==> src/rtl/cfgseq_pkg.sv <==
// Shared types for the configuration life-cycle sequencer.
package cfgseq_pkg;
    typedef enum logic [2:0] {
        ST_IDLE         = 3'd0,
        ST_SAMPLE_MODE  = 3'd1,
        ST_CONFIG       = 3'd2,
        ST_STARTUP_IO   = 3'd3,
        ST_STARTUP_DONE = 3'd4,
        ST_USER         = 3'd5,
        ST_READBACK     = 3'd6
    } seq_state_t;

    localparam logic [1:0] RB_UNLIMITED = 2'b00;
    localparam logic [1:0] RB_ONCE      = 2'b01;
endpackage

==> src/rtl/cfgseq_edge_sync.sv <==
// Two-or-more flop synchroniser followed by an edge detector.
// Assumes din is asynchronous to clk; RISING picks which edge is reported.
// INIT is the level the chain takes in reset, so a pin at that level
// produces no edge when reset ends.
module cfgseq_edge_sync #(
    parameter int STAGES = 2,
    parameter bit INIT   = 1'b0,
    parameter bit RISING = 1'b1
) (
    input  logic clk,
    input  logic rst_n,
    input  logic din,
    output logic edge_o
);
    logic [STAGES-1:0] chain;
    logic              prev;

    // Shift the pin through the chain and remember the last settled level.
    always_ff @(posedge clk) begin
        if (!rst_n) begin
            chain <= {STAGES{INIT}};
            prev  <= INIT;
        end else begin
            chain <= {chain[STAGES-2:0], din};
            prev  <= chain[STAGES-1];
        end
    end

    generate
        if (RISING) begin : g_rise
            assign edge_o = chain[STAGES-1] & ~prev;
        end else begin : g_fall
            assign edge_o = ~chain[STAGES-1] & prev;
        end
    endgenerate
endmodule

==> src/rtl/cfgseq_word_cnt.sv <==
// Counts accepted configuration words and keeps the most recent ones as
// readback data. Assumes clear and accept are never high together.
module cfgseq_word_cnt #(
    parameter int CFG_WORDS = 16,
    parameter int WORD_W    = 8,
    parameter int STORE_W   = 16
) (
    input  logic               clk,
    input  logic               rst_n,
    input  logic               clear,
    input  logic               accept,
    input  logic [WORD_W-1:0]  word,
    output logic               last,
    output logic [STORE_W-1:0] store
);
    localparam int CNT_W = $clog2(CFG_WORDS + 1);
    localparam logic [CNT_W-1:0] LAST_IDX = CNT_W'(CFG_WORDS - 1);

    logic [CNT_W-1:0] cnt;

    assign last = accept && (cnt == LAST_IDX);

    // Word counter: restart on clear, advance on every accepted word.
    always_ff @(posedge clk) begin
        if (!rst_n || clear) begin
            cnt <= '0;
        end else if (accept) begin
            cnt <= last ? '0 : cnt + 1'b1;
        end
    end

    generate
        if (STORE_W > WORD_W) begin : g_multi
            // Shift each accepted word in from the low end.
            always_ff @(posedge clk) begin
                if (!rst_n) begin
                    store <= '0;
                end else if (accept) begin
                    store <= {store[STORE_W-WORD_W-1:0], word};
                end
            end
        end else begin : g_single
            // Store only the newest word (truncated to the store width).
            always_ff @(posedge clk) begin
                if (!rst_n) begin
                    store <= '0;
                end else if (accept) begin
                    store <= word[STORE_W-1:0];
                end
            end
        end
    endgenerate


    cnt_range_chk: assert property (@(posedge clk) disable iff (!rst_n)
        cnt <= LAST_IDX);
endmodule

==> src/rtl/cfgseq_readback.sv <==
// Serial readback engine: loads the store on start and shifts it out MSB
// first, one bit per clock, for STORE_W cycles. Abort stops it at once.
// Assumes start is only raised while the engine is idle.
module cfgseq_readback #(
    parameter int STORE_W = 16
) (
    input  logic               clk,
    input  logic               rst_n,
    input  logic               start,
    input  logic               abort,
    input  logic [STORE_W-1:0] store,
    output logic               busy,
    output logic               bit_out,
    output logic               finish
);
    localparam int CW = $clog2(STORE_W);
    localparam logic [CW-1:0] LAST_BIT = CW'(STORE_W - 1);

    logic [STORE_W-1:0] shreg;
    logic [CW-1:0]      bit_idx;

    assign bit_out = shreg[STORE_W-1];
    assign finish  = busy && (bit_idx == LAST_BIT);

    // Load, shift and count the readback bits.
    always_ff @(posedge clk) begin
        if (!rst_n) begin
            busy    <= 1'b0;
            shreg   <= '0;
            bit_idx <= '0;
        end else if (start) begin
            busy    <= 1'b1;
            shreg   <= store;
            bit_idx <= '0;
        end else if (busy) begin
            if (abort || finish) begin
                busy <= 1'b0;
            end
            shreg   <= {shreg[STORE_W-2:0], 1'b0};
            bit_idx <= bit_idx + 1'b1;
        end
    end


    start_idle_chk: assert property (@(posedge clk) disable iff (!rst_n)
        start |-> !busy);
endmodule

==> src/rtl/cfg_lifecycle_seq.sv <==
// Top of the configuration life-cycle sequencer. It samples the mode and
// readback policy, counts configuration words, sequences startup (output
// enables, then completion flag one cycle later), and in user operation
// reacts to a falling completion pin (re-initialise) and a rising read
// trigger (serial readback, active low). Assumes done_pin reflects the
// wired level of the open-drain completion pin.
module cfg_lifecycle_seq
    import cfgseq_pkg::*;
#(
    parameter int CFG_WORDS = 16,
    parameter int WORD_W    = 8,
    parameter int STORE_W   = 16,
    parameter int MODE_W    = 3,
    parameter int SYNC_LEN  = 2,
    parameter bit PULLUP    = 1'b1
) (
    input  logic              clk,
    input  logic              rst_n,
    input  logic [MODE_W-1:0] mode_pins,
    input  logic [1:0]        rb_policy,
    input  logic              cfg_word_valid,
    input  logic [WORD_W-1:0] cfg_word,
    input  logic              done_pin,
    input  logic              rd_trig,
    input  logic              user_hi,
    input  logic              user_lo,
    output logic [MODE_W-1:0] mode_q,
    output logic              status_hi,
    output logic              status_lo_n,
    output logic              user_oe,
    output logic              done_pull_low,
    output logic              done_pu_en,
    output logic              rdata_oe,
    output logic              rdata_n
);
    seq_state_t         state, state_nx;
    logic [1:0]         policy_q;
    logic               rb_used;
    logic               trig_rise, done_fall;
    logic               words_last, rb_busy, rb_bit, rb_finish;
    logic               rb_start, rb_allowed, accept;
    logic [STORE_W-1:0] store;

    cfgseq_edge_sync #(.STAGES(SYNC_LEN), .INIT(1'b0), .RISING(1'b1)) i_trig_sync (
        .clk(clk), .rst_n(rst_n), .din(rd_trig), .edge_o(trig_rise));

    cfgseq_edge_sync #(.STAGES(SYNC_LEN), .INIT(1'b0), .RISING(1'b0)) i_done_sync (
        .clk(clk), .rst_n(rst_n), .din(done_pin), .edge_o(done_fall));

    assign accept = (state == ST_CONFIG) && cfg_word_valid;

    cfgseq_word_cnt #(.CFG_WORDS(CFG_WORDS), .WORD_W(WORD_W), .STORE_W(STORE_W)) i_words (
        .clk(clk), .rst_n(rst_n), .clear(state == ST_SAMPLE_MODE),
        .accept(accept), .word(cfg_word), .last(words_last), .store(store));

    assign rb_allowed = (policy_q == RB_UNLIMITED) || ((policy_q == RB_ONCE) && !rb_used);
    assign rb_start   = (state == ST_USER) && !done_fall && trig_rise && rb_allowed;

    cfgseq_readback #(.STORE_W(STORE_W)) i_rb (
        .clk(clk), .rst_n(rst_n), .start(rb_start),
        .abort((state == ST_READBACK) && done_fall),
        .store(store), .busy(rb_busy), .bit_out(rb_bit), .finish(rb_finish));

    // Next-state selection for the life-cycle sequence.
    always_comb begin
        state_nx = state;
        unique case (state)
            ST_IDLE:         state_nx = ST_SAMPLE_MODE;
            ST_SAMPLE_MODE:  state_nx = ST_CONFIG;
            ST_CONFIG:       if (words_last) state_nx = ST_STARTUP_IO;
            ST_STARTUP_IO:   state_nx = ST_STARTUP_DONE;
            ST_STARTUP_DONE: state_nx = ST_USER;
            ST_USER: begin
                if (done_fall)     state_nx = ST_IDLE;
                else if (rb_start) state_nx = ST_READBACK;
            end
            ST_READBACK: begin
                if (done_fall)      state_nx = ST_IDLE;
                else if (rb_finish) state_nx = ST_USER;
            end
            default:         state_nx = ST_IDLE;
        endcase
    end

    // State register with synchronous reset into idle.
    always_ff @(posedge clk) begin
        if (!rst_n) state <= ST_IDLE;
        else        state <= state_nx;
    end

    // Latch mode and policy once per configuration; track readback use.
    always_ff @(posedge clk) begin
        if (!rst_n) begin
            mode_q   <= '0;
            policy_q <= RB_UNLIMITED;
            rb_used  <= 1'b0;
        end else if (state == ST_SAMPLE_MODE) begin
            mode_q   <= mode_pins;
            policy_q <= rb_policy;
            rb_used  <= 1'b0;
        end else if (rb_start) begin
            rb_used  <= 1'b1;
        end
    end

    assign user_oe       = (state == ST_STARTUP_IO) || (state == ST_STARTUP_DONE) ||
                           (state == ST_USER) || (state == ST_READBACK);
    assign done_pull_low = !((state == ST_STARTUP_DONE) || (state == ST_USER) ||
                             (state == ST_READBACK));
    assign done_pu_en    = PULLUP;
    assign status_hi     = user_oe ? user_hi : 1'b1;
    assign status_lo_n   = user_oe ? user_lo : 1'b0;
    assign rdata_oe      = (state == ST_READBACK);
    assign rdata_n       = rdata_oe ? ~rb_bit : 1'b1;


    mode_hold_chk: assert property (@(posedge clk) disable iff (!rst_n)
        (state == ST_CONFIG) |=> $stable(mode_q));

    busy_status_chk: assert property (@(posedge clk) disable iff (!rst_n)
        !user_oe |-> (status_hi && !status_lo_n));

    oe_then_done_chk: assert property (@(posedge clk) disable iff (!rst_n)
        $rose(user_oe) |=> $fell(done_pull_low));

    done_after_oe_chk: assert property (@(posedge clk) disable iff (!rst_n)
        $fell(done_pull_low) |-> $past(user_oe));

    inhibit_chk: assert property (@(posedge clk) disable iff (!rst_n)
        policy_q[1] |-> !rb_busy);

    rb_state_chk: assert property (@(posedge clk) disable iff (!rst_n)
        rdata_oe |-> rb_busy);

    rb_engine_chk: assert property (@(posedge clk) disable iff (!rst_n)
        rb_busy |-> rdata_oe);

    reset_idle_chk: assert property (@(posedge clk)
        !rst_n |=> (!user_oe && done_pull_low && !rdata_oe));
endmodule

==> config.mk <==
export PLATFORM = sky130hd
export DESIGN_NAME = cfg_lifecycle_seq
export DESIGN_NICKNAME = d
export VERILOG_FILES = /design/src/rtl/cfgseq_pkg.sv /design/src/rtl/cfgseq_edge_sync.sv /design/src/rtl/cfgseq_word_cnt.sv /design/src/rtl/cfgseq_readback.sv /design/src/rtl/cfg_lifecycle_seq.sv
export SDC_FILE = /design/constraint.sdc
export NUM_CORES = 1
export LEC_CHECK = 0
export BUFFER_PORTS_ARGS = -buffer_cell sky130_fd_sc_hd__buf_2
export CORE_MARGIN = 3
export CORE_UTILIZATION = 33
export DETAILED_ROUTE_END_ITERATION = 6
export SYNTH_ARGS = -nofsm -noshare
export SYNTH_HDL_FRONTEND = slang
export SYNTH_HIERARCHICAL = 1
export SYNTH_SLANG_ARGS = --single-unit
==> constraint.sdc <==
create_clock -name clk -period 1.8 [get_ports clk]
set_input_delay 0.36 -clock clk [delete_from_list [all_inputs] [get_ports clk]]
set_output_delay 0.36 -clock clk [all_outputs]
set_load 0.005 [all_outputs]
=== After elaboration in Yosys (flattened, before gate mapping) ===
Cells that the tools add are included.

* Bitwise operators: 6
* Add/sub/neg operators: 2
* Eq/ne operators: 12
* Reduce and logical (&&, ||, !) cells: 26
* Multiplexer cells: 15

{| class="wikitable"
|+ Operator list
! kind !! number
|-
| $mux 16 || 2
|-
| $pmux 3 s7 || 1
|-
| $mux 3 || 5
|-
| $eq 3x3->1 const B || 3
|-
| $logic_and 1x1->1 || 8
|-
| $logic_or 1x1->1 || 8
|-
| $eq 3x2->1 const B || 2
|-
| $mux 1 || 6
|-
| $add 5x1->5 const B || 1
|-
| $eq 5x4->1 const B || 1
|-
| $mux 5 || 1
|-
| $add 4x1->4 const B || 1
|-
| $eq 4x4->1 const B || 1
|-
| $logic_not 1->1 || 4
|-
| $not 1->1 || 4
|-
| $reduce_or 2->1 || 2
|-
| $eq 3x1->1 const B || 1
|-
| $logic_not 3->1 || 1
|-
| $ne 3x1->1 const B || 1
|-
| $ne 3x2->1 const B || 1
|-
| $reduce_and 3->1 || 1
|-
| $and 1x1->1 || 2
|-
| $eq 2x1->1 const B || 1
|-
| $logic_not 2->1 || 1
|-
| other kinds (2) || 2
|}

* Flip-flop bits (word level): 57
* Input port bits: 20
* Output and inout port bits: 10

=== Longest topological paths before layout ===
Gate-level depths: netlist of the first run.

* Word-level depth: 9
* Gate-level depth with buffers: 10

=== Hierarchy ===
Netlist of the first run, hierarchy kept.

{| class="wikitable"
|+ Modules (own cells, without submodules)
! module !! cells an instance !! times used !! area each (um^2) !! seq. area each (um^2)
|-
| cfgseq_readback || 93 || 1 || 1038.5 || 420.4
|-
| cfgseq_word_cnt || 75 || 1 || 859.6 || 420.4
|-
| cfg_lifecycle_seq || 57 || 1 || 513.0 || 180.2
|-
| cfgseq_edge_sync (i_trig_sync) || 7 || 1 || 92.6 || 60.1
|-
| cfgseq_edge_sync (i_done_sync) || 7 || 1 || 88.8 || 60.1
|}

=== Worst setup path before layout of the first run ===
OpenSTA, ideal clock, no wires.

* Kind: reg-to-reg
* Start point: register i_done_sync.chain[1]
* End point: register i_rb.shreg[6]
* Arrival time: 1.844 ns
* Data required time: 1.684 ns
* Period minus slack after synthesis: 1.961 ns
* Slack: -0.161 ns
* Stages on the path, launching flop included: 7
* Cell sequence: dfxtp_1 and2b_2 nand4bb_1 nor4b_2 clkbuf_1 or2b_1 o211a_1

* Longest elaborated chain between the ends: 7

{| class="wikitable"
|+ Ends and longest elaborated chain
! what !! line !! RTL
|-
| from (decl) || cfgseq_edge_sync.sv:15 || <nowiki>logic [STAGES-1:0] chain;</nowiki>
|-
| from (signal assigned) || cfgseq_edge_sync.sv:21 || <nowiki>chain <= {STAGES{INIT}};</nowiki>
|-
| from (signal assigned) || cfgseq_edge_sync.sv:24 || <nowiki>chain <= {chain[STAGES-2:0], din};</nowiki>
|-
| $not 1->1 * || cfgseq_edge_sync.sv:33 || <nowiki>assign edge_o = ~chain[STAGES-1] & prev;</nowiki>
|-
| $and 1x1->1 * || cfgseq_edge_sync.sv:33 ||
|-
| named net done_fall || cfg_lifecycle_seq.sv:39 || <nowiki>logic trig_rise, done_fall;</nowiki>
|-
| $logic_not 1->1 * || cfg_lifecycle_seq.sv:57 || <nowiki>assign rb_start = (state == ST_USER) && !done_fall && trig_rise && rb_allowed;</nowiki>
|-
| $logic_and 1x1->1 * (3 in a row) || cfg_lifecycle_seq.sv:57 ||
|-
| named net rb_start || cfg_lifecycle_seq.sv:41 || <nowiki>logic rb_start, rb_allowed, accept;</nowiki>
|-
| $mux 16 / $reduce_bool 2->1 (equally long branches) || -- ||
|-
| to (signal assigned) || cfgseq_readback.sv:33 || <nowiki>shreg <= store;</nowiki>
|-
| to (signal assigned) || cfgseq_readback.sv:39 || <nowiki>shreg <= {shreg[STORE_W-2:0], 1'b0};</nowiki>
|-
| to (decl) || cfgseq_readback.sv:19 || <nowiki>logic [STORE_W-1:0] shreg;</nowiki>
|}

Mark *: on every way through the listed nets, which the timed path passes. The rest lies on a longest branch.
A chain may end at the register's enable or synchronous reset.

=== Final worst setup path of the first run ===
* Start point: register state[2]
* End point: output status_hi

* Longest elaborated chain between the ends: 5

{| class="wikitable"
|+ Ends and longest elaborated chain
! what !! line !! RTL
|-
| from (decl) || cfg_lifecycle_seq.sv:36 || <nowiki>seq_state_t state, state_nx;</nowiki>
|-
| from (signal assigned) || cfg_lifecycle_seq.sv:88 || <nowiki>else state <= state_nx;</nowiki>
|-
| $eq 3x2->1 / $eq 3x3->1 (equally long branches) || cfg_lifecycle_seq.sv:106 || <nowiki>assign user_oe = (state == ST_STARTUP_IO) || (state == ST_STARTUP_DONE) ||</nowiki>
|-
| $logic_or 1x1->1 (2 in a row) || cfg_lifecycle_seq.sv:106 ||
|-
| $logic_or 1x1->1 * || cfg_lifecycle_seq.sv:107 || <nowiki>(state == ST_USER) || (state == ST_READBACK);</nowiki>
|-
| $mux 1 * || cfg_lifecycle_seq.sv:111 || <nowiki>assign status_hi = user_oe ? user_hi : 1'b1;</nowiki>
|-
| to (decl) || cfg_lifecycle_seq.sv:28 || <nowiki>output logic status_hi,</nowiki>
|}

Every way passes the cells marked *; elsewhere a longest branch is shown, timed or not.

==> impl_metrics.json, run 1 <==
{
  "utilization_pct": 42.1,
  "finalSetupViolations": 0,
  "hold_class": "input pin to register",
  "cts_max_level": 3,
  "ios": 30,
  "rsz0062_at_grt": "no",
  "finalMaxSlewViolations": 0,
  "leakagePower_nw": 1.40,
  "drtIter0Drc": 98,
  "critPathRequiredTime_ns": 1.44,
  "die_w_um": 94.6,
  "wirelength_mm": 4.69,
  "synth.net_count": 261,
  "synth_edf_count": 0,
  "cp.arrival_ns": 1.36,
  "layout-drive-gt1-share_pct": 32.3,
  "routed-via-count": 1764,
  "finalCritPeriodShare_pct": 95.8,
  "num-nets-final": 299,
  "drc": 0,
  "max_freq_mhz": 580,
  "synth-async-reset-ratio_pct": 0,
  "grt_pass1_vias": 1711,
  "yosys.area.top_type": "dfxtp_1",
  "syn_area_um2": 2590,
  "powerDensity_nw_per_um2": 924,
  "numCtsBuffers": 9,
  "placed_area_um2": 2850,
  "drt_pass1_iterations": 4,
  "overflow": 0,
  "syn_avg_cell_area_um2": 10.8,
  "grt_max_degree": 38,
  "grt_pass1_wl_mm": 8.02,
  "die_y_um": 94.6,
  "cts_sinks": 57,
  "portBuffers": 28,
  "cp_max_fo": 11,
  "final_area_um2": 3140,
  "synth.top_cell.area_share_pct": 44.0,
  "seq_area_frac_synth_pct": 44.0,
  "rows": 31,
  "ir_worst_vdd_mv": 0.495,
  "yosysUniqueCellTypes": 52,
  "cts.path.max_buffers": 2,
  "diodes": 0,
  "fin_crit_ns": 1.72,
  "dp.cells": 362,
  "status": "finished clean",
  "maxCapViolCount": 0,
  "cts_tree": "done",
  "final_cell_mix": "dfxtp_1 (55), buf_2 (28), nor2b_1 (23), mux2i_1 (23), o211a_1 (16)",
  "yosysWarnings": 6,
  "final_common_cell": "dfxtp_1",
  "start_util_pct": 34.8,
  "hold_viol_final": 0,
  "synth-seq-cells": 57,
  "dp_slack_ns": 0.0291,
  "hpwl_mm": 3.02,
  "setup_ws_ns": 0.0757,
  "die_area_um2": 8960,
  "layout.cells.non_filler": 381,
  "finClkSkew_ns": 0.0139,
  "synthTopCellsByArea": "dfxtp_1 (44%), mux2i_1 (8.9%), mux2_2 (6.5%), o211a_1 (6.2%), nor2b_1 (5.6%)",
  "endpoint_kind": "output pin",
  "path_class": "register to output pin",
  "syn2layout_area_growth_pct": 21.0,
  "grtUsageTotal_pct": 11.5,
  "clock_latency_ns": 0.33,
  "antenna_found_initial": 0,
  "clk_pin_slew_worst_paths_ns": 0.07,
  "postRouteAntennaNets": 0,
  "p_total_w": 0.00290,
  "synth_ff_type": "dfxtp_1",
  "syn_inst": 239,
  "drt-vias-per-instance": 4.63,
  "coreArea_um2": 7450,
  "cts_root_buffer": "clkbuf_8",
  "gp_congestion": 0.699,
  "cp-start-kind": "register",
  "wire_per_inst_um": 12.3
}
area by class of cell:
type | instances | area, um2
multi-input combinational | 163 | 1350
clock inverter | 6 | 88.8
sequential | 57 | 1150
timing repair buffer | 42 | 279
fill | 741 | 4310
tap | 99 | 124
clock buffer | 10 | 138
inverter | 4 | 15.0
per-layer routing:
metal	up-vias	global-route usage, %	routed length [um]
li1	901	-	-
met4	0	5.77	69
met1	828	15.1	2300
met5	-	0	0
met2	29	16.6	2170
met3	6	3.82	160
final timing paths:
| check | start | to | slack (ns) | cells past startpoint |
|---|---|---|---|---|
| worst max-delay path | state[2] | status_hi | 0.08 | 4 |
| worst min-delay path | rd_trig | i_trig_sync/chain[0] | 0.23 | 2 |
| worst max register to register | i_done_sync/chain[1] | i_rb/shreg[12] | 0.09 | 6 |
| worst min register to register | i_trig_sync/chain[0] | i_trig_sync/chain[1] | 0.44 | 1 |
cell families after synthesis:
kind of cell	synth area share, %
compound gates	9.89
xor+xnor	1.35
other cells	0.145
mux	15.4
fa+ha+maj	0.965
flops	44.0
simple gates	22.8
buf+inv	5.40
what timing repair did:
| item | in CTS | in global routing |
|---|---|---|
| buffers inserted | 0 | 2 |
| cloned | 0 | 1 |
| setup endpoints to repair | 2 | 11 |
| hold buffers | 0 | 0 |
| pin swaps | 0 | 1 |
| gates resized for setup | 2 | 4 |
per-stage QoR:
step / setup TNS (ns) / hold WS, ns
2_1_floorplan: -0.204 / 0.406
3_3_place_gp: 0 / 0.416
3_5_place_dp: 0 / 0.417
4_1_cts: 0 / 0.214
5_1_grt: 0 / 0.221
6_report: 0 / 0.234
synthesized netlist by cell type (2+ instances only):
cell,n
nand3b_1,4
xor2_1,3
nand2_1,8
buf_4,3
clkbuf_1,3
ha_1,2
mux2_2,15
or2b_1,10
buf_2,3
nand4_1,2
a31oi_1,2
mux2i_1,23
nor2b_1,23
o211a_1,16
buf_6,5
and2_1,6
o21ai_0,2
nor2_1,4
dfxtp_1,57
nand2b_1,10
inv_1,3
a21oi_1,5
report_power, final:
part           internal [W]  switching (W)
combinational      0.000118       0.000103
clock              0.000819       0.000535
sequential          0.00130      0.0000281
total               0.00223       0.000667
flip-flops by register name, indices dropped and copies added, names as in the netlist, 2 cells and up:
signal / cells
policy_q: 2
mode_q: 3
i_rb/shreg: 16
state: 3
i_words/store: 16
i_rb/bit_idx: 4
i_done_sync/chain: 2
i_trig_sync/chain: 2
i_words/cnt: 5
worst max-delay path, stage by stage (launching register included):
cell,delay [ns]
dfxtp_1,0.34
buf_4,0.18
xor2_2,0.18
or2_1,0.20
buf_2,0.12
No activity file was read; power rests on OpenSTA's default activity.
==> run 2, diff against run 1 <==
Settings changed: ABC_AREA set to 1.
Clock period 1.8 ns to 2 ns, I/O delays scaled along.
==> run 2 against run 1 <==
Sequential power fell by 3%. Clock power fell by 15%. Synthesized cell count rose by 49%. Core utilization fell by 2.3 points. First-iteration DRC count fell by 11%. Total power fell by 5.4%. Largest cell class is now flip-flops and latches. Critical path type unchanged. Register-to-register slack improved by 0.18 ns. Non-clock buffer count fell by 7. Sequential share of layout area rose by 2.9 points. Worst hold slack improved by 0.0032 ns.
==> impl_metrics.json, run 2 <==
{
  "wire_per_inst_um": 10.5,
  "hold_viol_final": 0,
  "wirelength_mm": 5.15,
  "die_w_um": 92.9,
  "setup_ws_ns": 0.140,
  "utilization_pct": 39.9,
  "synthAdderAreaFrac_pct": 1.00,
  "status": "finished clean",
  "nFillCells": 827,
  "synth_simple_gate_area_share_pct": 33.2,
  "multi_input_area_um2": 1060,
  "endpoint": "status_hi",
  "clk_pin_slew_worst_paths_ns": 0.07,
  "leakagePower_nw": 1.46,
  "finalSetupTns_ns": 0,
  "routed-via-count": 2170,
  "max_freq_mhz": 538,
  "overflow": 0,
  "num-nets-final": 410,
  "cts.path.max_buffers": 2,
  "tightest_slew_ns": 0.569,
  "ir_worst_vdd_mv": 0.410,
  "syn2layout_area_growth_pct": 16.6,
  "portBuffers": 28,
  "synth.net_count": 377,
  "endpoint_kind": "output pin",
  "cts_max_level": 3,
  "grt_use_met2_pct": 21.1,
  "syn_inst": 355,
  "syn_avg_cell_area_um2": 7.02,
  "critPathRequiredTime_ns": 1.60,
  "gp_congestion": 0.730,
  "powerDensity_nw_per_um2": 943,
  "diodes": 0,
  "finalSetupViolations": 0,
  "hold_class": "input pin to register",
  "placed_area_um2": 2690,
  "rr_worst_depth": 9,
  "r2r-end": "i_rb/shreg[7]",
  "cts_root_buffer": "clkbuf_8",
  "synth-async-reset-ratio_pct": 0,
  "syn_area_um2": 2490,
  "final_area_um2": 2910,
  "die_area_um2": 8630,
  "synth-seq-cells": 57,
  "coreArea_um2": 7290,
  "antenna_found_initial": 0,
  "finalMaxSlewViolations": 0,
  "cts_setup_buffers": 0,
  "synth_edf_count": 0,
  "synthTopCellsByArea": "dfxtp_1 (46%), nand2_1 (12%), nor2_1 (9.3%), nand3_1 (8.0%), inv_1 (6.6%)",
  "final_cell_mix": "nand2_1 (82), nor2_1 (62), dfxtp_1 (54)",
  "yosysMostFrequentCell": "nand2_1",
  "layout-drive-gt1-share_pct": 16.5,
  "start_util_pct": 34.2,
  "numCtsBuffers": 9,
  "top_regs": "i_rb/shreg (16), i_words/store (16), i_words/cnt (5)",
  "startpoint": "state[2]",
  "drt_pass1_iterations": 4,
  "synth_top_family_by_area": "simple AND/OR/NAND/NOR gates",
  "r2r-start": "i_done_sync/chain[1]",
  "final_common_cell": "nand2_1",
  "grtUsageTotal_pct": 13.1,
  "p_total_w": 0.00274,
  "ios": 30,
  "yosysWarnings": 6,
  "rsz0062_at_grt": "no",
  "yosys.area.top_type": "dfxtp_1",
  "drc": 0,
  "cts_tree": "done",
  "top_usage_layer": "met2",
  "r2r_slack_ns": 0.27,
  "yosys.area_share.xor_xnor_pct": 0,
  "finalCritPeriodShare_pct": 93.0,
  "area.sequential_um2": 1140,
  "hpwl_mm": 3.44,
  "grtUsageMet1_pct": 15.7,
  "finClkSkew_ns": 0.00662,
  "drtIter0Drc": 87,
  "met3_usage_pct": 3.82,
  "cp-start-kind": "register",
  "rows": 31,
  "fin_crit_ns": 1.86,
  "grt_pass1_vias": 2064,
  "synth_compound_area_share_pct": 8.13,
  "cts_sinks": 57,
  "ys_top_cells_by_count": "nand2_1 (82), nor2_1 (62), dfxtp_1 (57)",
  "postRouteAntennaNets": 0,
  "max_slew_margin_pct": 62.0,
  "cp_max_fo": 7,
  "yosysUniqueCellTypes": 25,
  "grt_pass1_wl_mm": 9.00,
  "seq_area_frac_synth_pct": 45.8,
  "grt_max_degree": 30,
  "clock_latency_ns": 0.34,
  "cp.arrival_ns": 1.46,
  "drt-vias-per-instance": 4.41,
  "synth_ff_type": "dfxtp_1",
  "maxCapViolCount": 0,
  "synth.top_cell.area_share_pct": 45.8,
  "die_y_um": 92.9,
  "dp_slack_ns": 0.318,
  "synth_mux_area_share_pct": 0,
  "path_class": "register to output pin"
}
[run 2: cell types whose count changed after synthesis, sizes merged, moves of 16 or more]
cell   change
nand2     +75
nor2      +64
inv       +43
nand3     +39
o21ai     +26
nor2b     -24
mux2i     -23
o211a     -16
[run 2: critical path, cell delays in order (launching register included)]
cell and delay (ns):
dfxtp_2 0.39, nand2_2 0.06, nor2_2 0.16, inv_2 0.06
nand2_1 0.06, nor2_1 0.06, or2_1 0.20, buf_2 0.12
[run 2: layer usage]
metal	vias up	routed length (um)
li1	1167	-
met4	0	138
met1	957	2490
met5	-	0
met2	36	2330
met3	10	197
[run 2: final cells by class]
cell class | count | area share [%]
clock inverter | 6 | 2.84
sequential | 57 | 39.4
timing repair buffer | 35 | 6.63
clock buffer | 10 | 4.39
multi-input combinational | 238 | 36.4
tap | 99 | 4.26
inverter | 47 | 6.07
[run 2: timing repair]
action                     in CTS  in global routing
setup endpoints to repair       0                  1
hold buffers                    0                  0
gates resized for setup         0                  3
[run 2: where the power goes]
part | switching (W) | internal [W] | total (W)
clock network | 0.000453 | 0.000694 | 0.00115
logic | 0.000192 | 0.000122 | 0.000314
registers | 0.0000600 | 0.00122 | 0.00128
total | 0.000705 | 0.00204 | 0.00274
[run 2: logic make-up (layout without fill, tap and decap cells)]
group                      count (synthesis)  after routing
AOI/OAI and AO/OA                         39             39
adders and majority gates                  2              2
buffers and inverters                     60             98
DFF                                       57             57
other                                      1              1
and+or+nand+nor                          196            196
[run 2: through the flow]
step	std cells	hold WS [ns]
floorplan	355	0.386
global placement	476	0.397
detailed placement	476	0.408
CTS	492	0.216
global route	492	0.233
finish	492	0.237
[run 2: worst min-delay path by stage]
stage | slack [ns] | start | cells after the start | end
after floorplan | 0.39 | i_done_sync/chain[0] | 2 | i_done_sync/chain[1]
after global placement | 0.40 | i_trig_sync/chain[0] | 2 | i_trig_sync/chain[1]
after detailed placement | 0.41 | i_done_sync/chain[0] | 2 | i_done_sync/chain[1]
after CTS | 0.22 | rd_trig | 3 | i_trig_sync/chain[0]
after global routing | 0.23 | rd_trig | 3 | i_trig_sync/chain[0]
final | 0.24 | rd_trig | 3 | i_trig_sync/chain[0]
==> run 3, diff against run 2 <==
Settings changed: ABC_AREA 1 to unset.
==> run 3 against run 2 <==
Via count fell by 22%. Sequential power fell by 7%. Routed wire length fell by 15%. Critical endpoint is now i_rb/shreg[9]. Clock power rose by 12%. Cell area rose by 5.8%. Critical path type is now register to register.
==> impl_metrics.json, run 3 (synthesized netlist as in run 1, its figures left out) <==
{
  "status": "finished clean",
  "die_w_um": 94.6,
  "max_stage_delay_ns": 0.33,
  "cpMaxStageDelayCell": "dfxtp_1",
  "grt_max_degree": 38,
  "drtIter0Drc": 44,
  "final_cell_mix": "dfxtp_1 (57), buf_2 (28), nor2b_1 (23), mux2i_1 (23), o211a_1 (16)",
  "pwr-share-comb_pct": 6.9,
  "crit_chain": "and2b_2 -> nand4bb_1 -> nor4b_4 -> buf_12 -> or2b_1 -> o211a_1",
  "grtUsageTotal_pct": 11.2,
  "path_class": "register to register",
  "utilization_pct": 41.3,
  "p_sw_share_pct": 20.6,
  "finalSetupViolations": 0,
  "fin_crit_ns": 1.83,
  "numCtsBuffers": 9,
  "powerDensity_nw_per_um2": 868,
  "p_total_w": 0.00267,
  "cp.arrival_ns": 2.04,
  "nFillCells": 747,
  "critPathRequiredTime_ns": 2.21,
  "finalCritPeriodShare_pct": 91.5,
  "clk_pin_slew_worst_paths_ns": 0.07,
  "cts_setup_buffers": 0,
  "rsz0062_at_grt": "no",
  "diodes": 0,
  "post_cts_resized": 0,
  "cts_tree": "done",
  "finClkSkew_ns": 0.00638,
  "hold_viol_final": 0,
  "critPathBufInv": 1,
  "num-nets-final": 294,
  "cts_sinks": 57,
  "antenna_found_initial": 0,
  "coreArea_um2": 7450,
  "cp_max_fo": 37,
  "drt-vias-per-instance": 4.51,
  "max_freq_mhz": 547,
  "ir_worst_vdd_mv": 0.465,
  "power_frac_seq_pct": 44.6,
  "cp-start-kind": "register",
  "endpoint_kind": "register",
  "postCtsHoldBufs": 0,
  "portBuffers": 28,
  "finalMaxSlewViolations": 0,
  "maxCapViolCount": 0,
  "layout-drive-gt1-share_pct": 29.2,
  "leakagePower_nw": 1.39,
  "rows": 31,
  "hpwl_mm": 2.96,
  "cts_max_level": 3,
  "routed-via-count": 1694,
  "finalSetupTns_ns": 0,
  "crit_family": "simple AND/OR/NAND/NOR gates",
  "drc": 0,
  "start_util_pct": 34.8,
  "p_clk_share_pct": 48.5,
  "ios": 30,
  "wirelength_mm": 4.39,
  "cts_root_buffer": "clkbuf_8",
  "clock_latency_ns": 0.32,
  "grt_pass1_vias": 1710,
  "syn2layout_area_growth_pct": 18.6,
  "final_common_cell": "dfxtp_1",
  "power_switching_w": 0.000551,
  "wire_per_inst_um": 11.7,
  "die_y_um": 94.6,
  "cts.path.max_buffers": 2,
  "die_area_um2": 8960,
  "grt_pass1_wl_mm": 7.87,
  "overflow": 0,
  "drt_pass1_iterations": 3,
  "top_regs": "i_rb/shreg (16), i_words/store (16), i_words/cnt (5)",
  "p_int_w": 0.00212,
  "hold_class": "input pin to register",
  "postRouteAntennaNets": 0,
  "gp_congestion": 0.725
}
-- run 3: cell count changes in the layout (fill, tap and decap cells not counted), sizes merged, moves of 16 or more --
cell	before	now
inv	47	4
mux2i	0	23
nand2	83	8
nand3	40	1
nor2	69	5
nor2b	0	24
o211a	0	16
o21ai	28	2
-- run 3: area by class of cell --
cell class                      count  area (um2)  share of cell area (%)
Multi-Input combinational cell    163        1320                    42.9
Clock inverter                      6         105                    3.42
Timing Repair Buffer               37         233                    7.57
Clock buffer                       10         138                    4.48
Sequential cell                    57        1140                    37.1
Tap cell                           99         124                    4.03
Inverter                            4        15.0                   0.488
-- run 3: metrics by stage --
step	hold WS, ns	cells	cell area, um2	worst slack (ns)
3_5_place_dp	0.412	360	2830	0.192
6_report	0.278	376	3080	0.171
2_1_floorplan	0.406	239	2590	0.0394
4_1_cts	0.260	376	3080	0.150
5_1_grt	0.259	376	3080	0.0515
3_3_place_gp	0.410	360	2830	0.230
-- run 3: final timing paths --
kind | startpoint | to | slack [ns] | depth (start not counted)
setup reg to reg | i_done_sync/chain[1] | i_rb/shreg[9] | 0.17 | 6
hold reg to reg | i_trig_sync/chain[0] | i_trig_sync/chain[1] | 0.43 | 1
setup / recovery | i_done_sync/chain[1] | i_rb/shreg[9] | 0.17 | 6
hold / removal | done_pin | i_done_sync/chain[0] | 0.28 | 2
-- run 3: layer usage --
layer | share of wire (%) | GRT usage (%) | vias to the layer above | wire, um
met5 | 0 | 0 | - | 0
met4 | 1.8 | 7.21 | 0 | 78
met3 | 3.6 | 2.47 | 6 | 156
met2 | 43 | 15.9 | 22 | 1900
met1 | 51 | 15.1 | 770 | 2250
li1 | - | - | 896 | -
-- run 3: power by group through the flow --
stage / registers, W / logic [W] / clock network, W
finish: 0.00119 / 0.000184 / 0.00129
global route: 0.00120 / 0.000208 / 0.00139
CTS: 0.00119 / 0.000187 / 0.00133
detailed placement: 0.00122 / 0.000187 / 0
global placement: 0.00122 / 0.000184 / 0
floorplan: 0.00121 / 0.000140 / 0
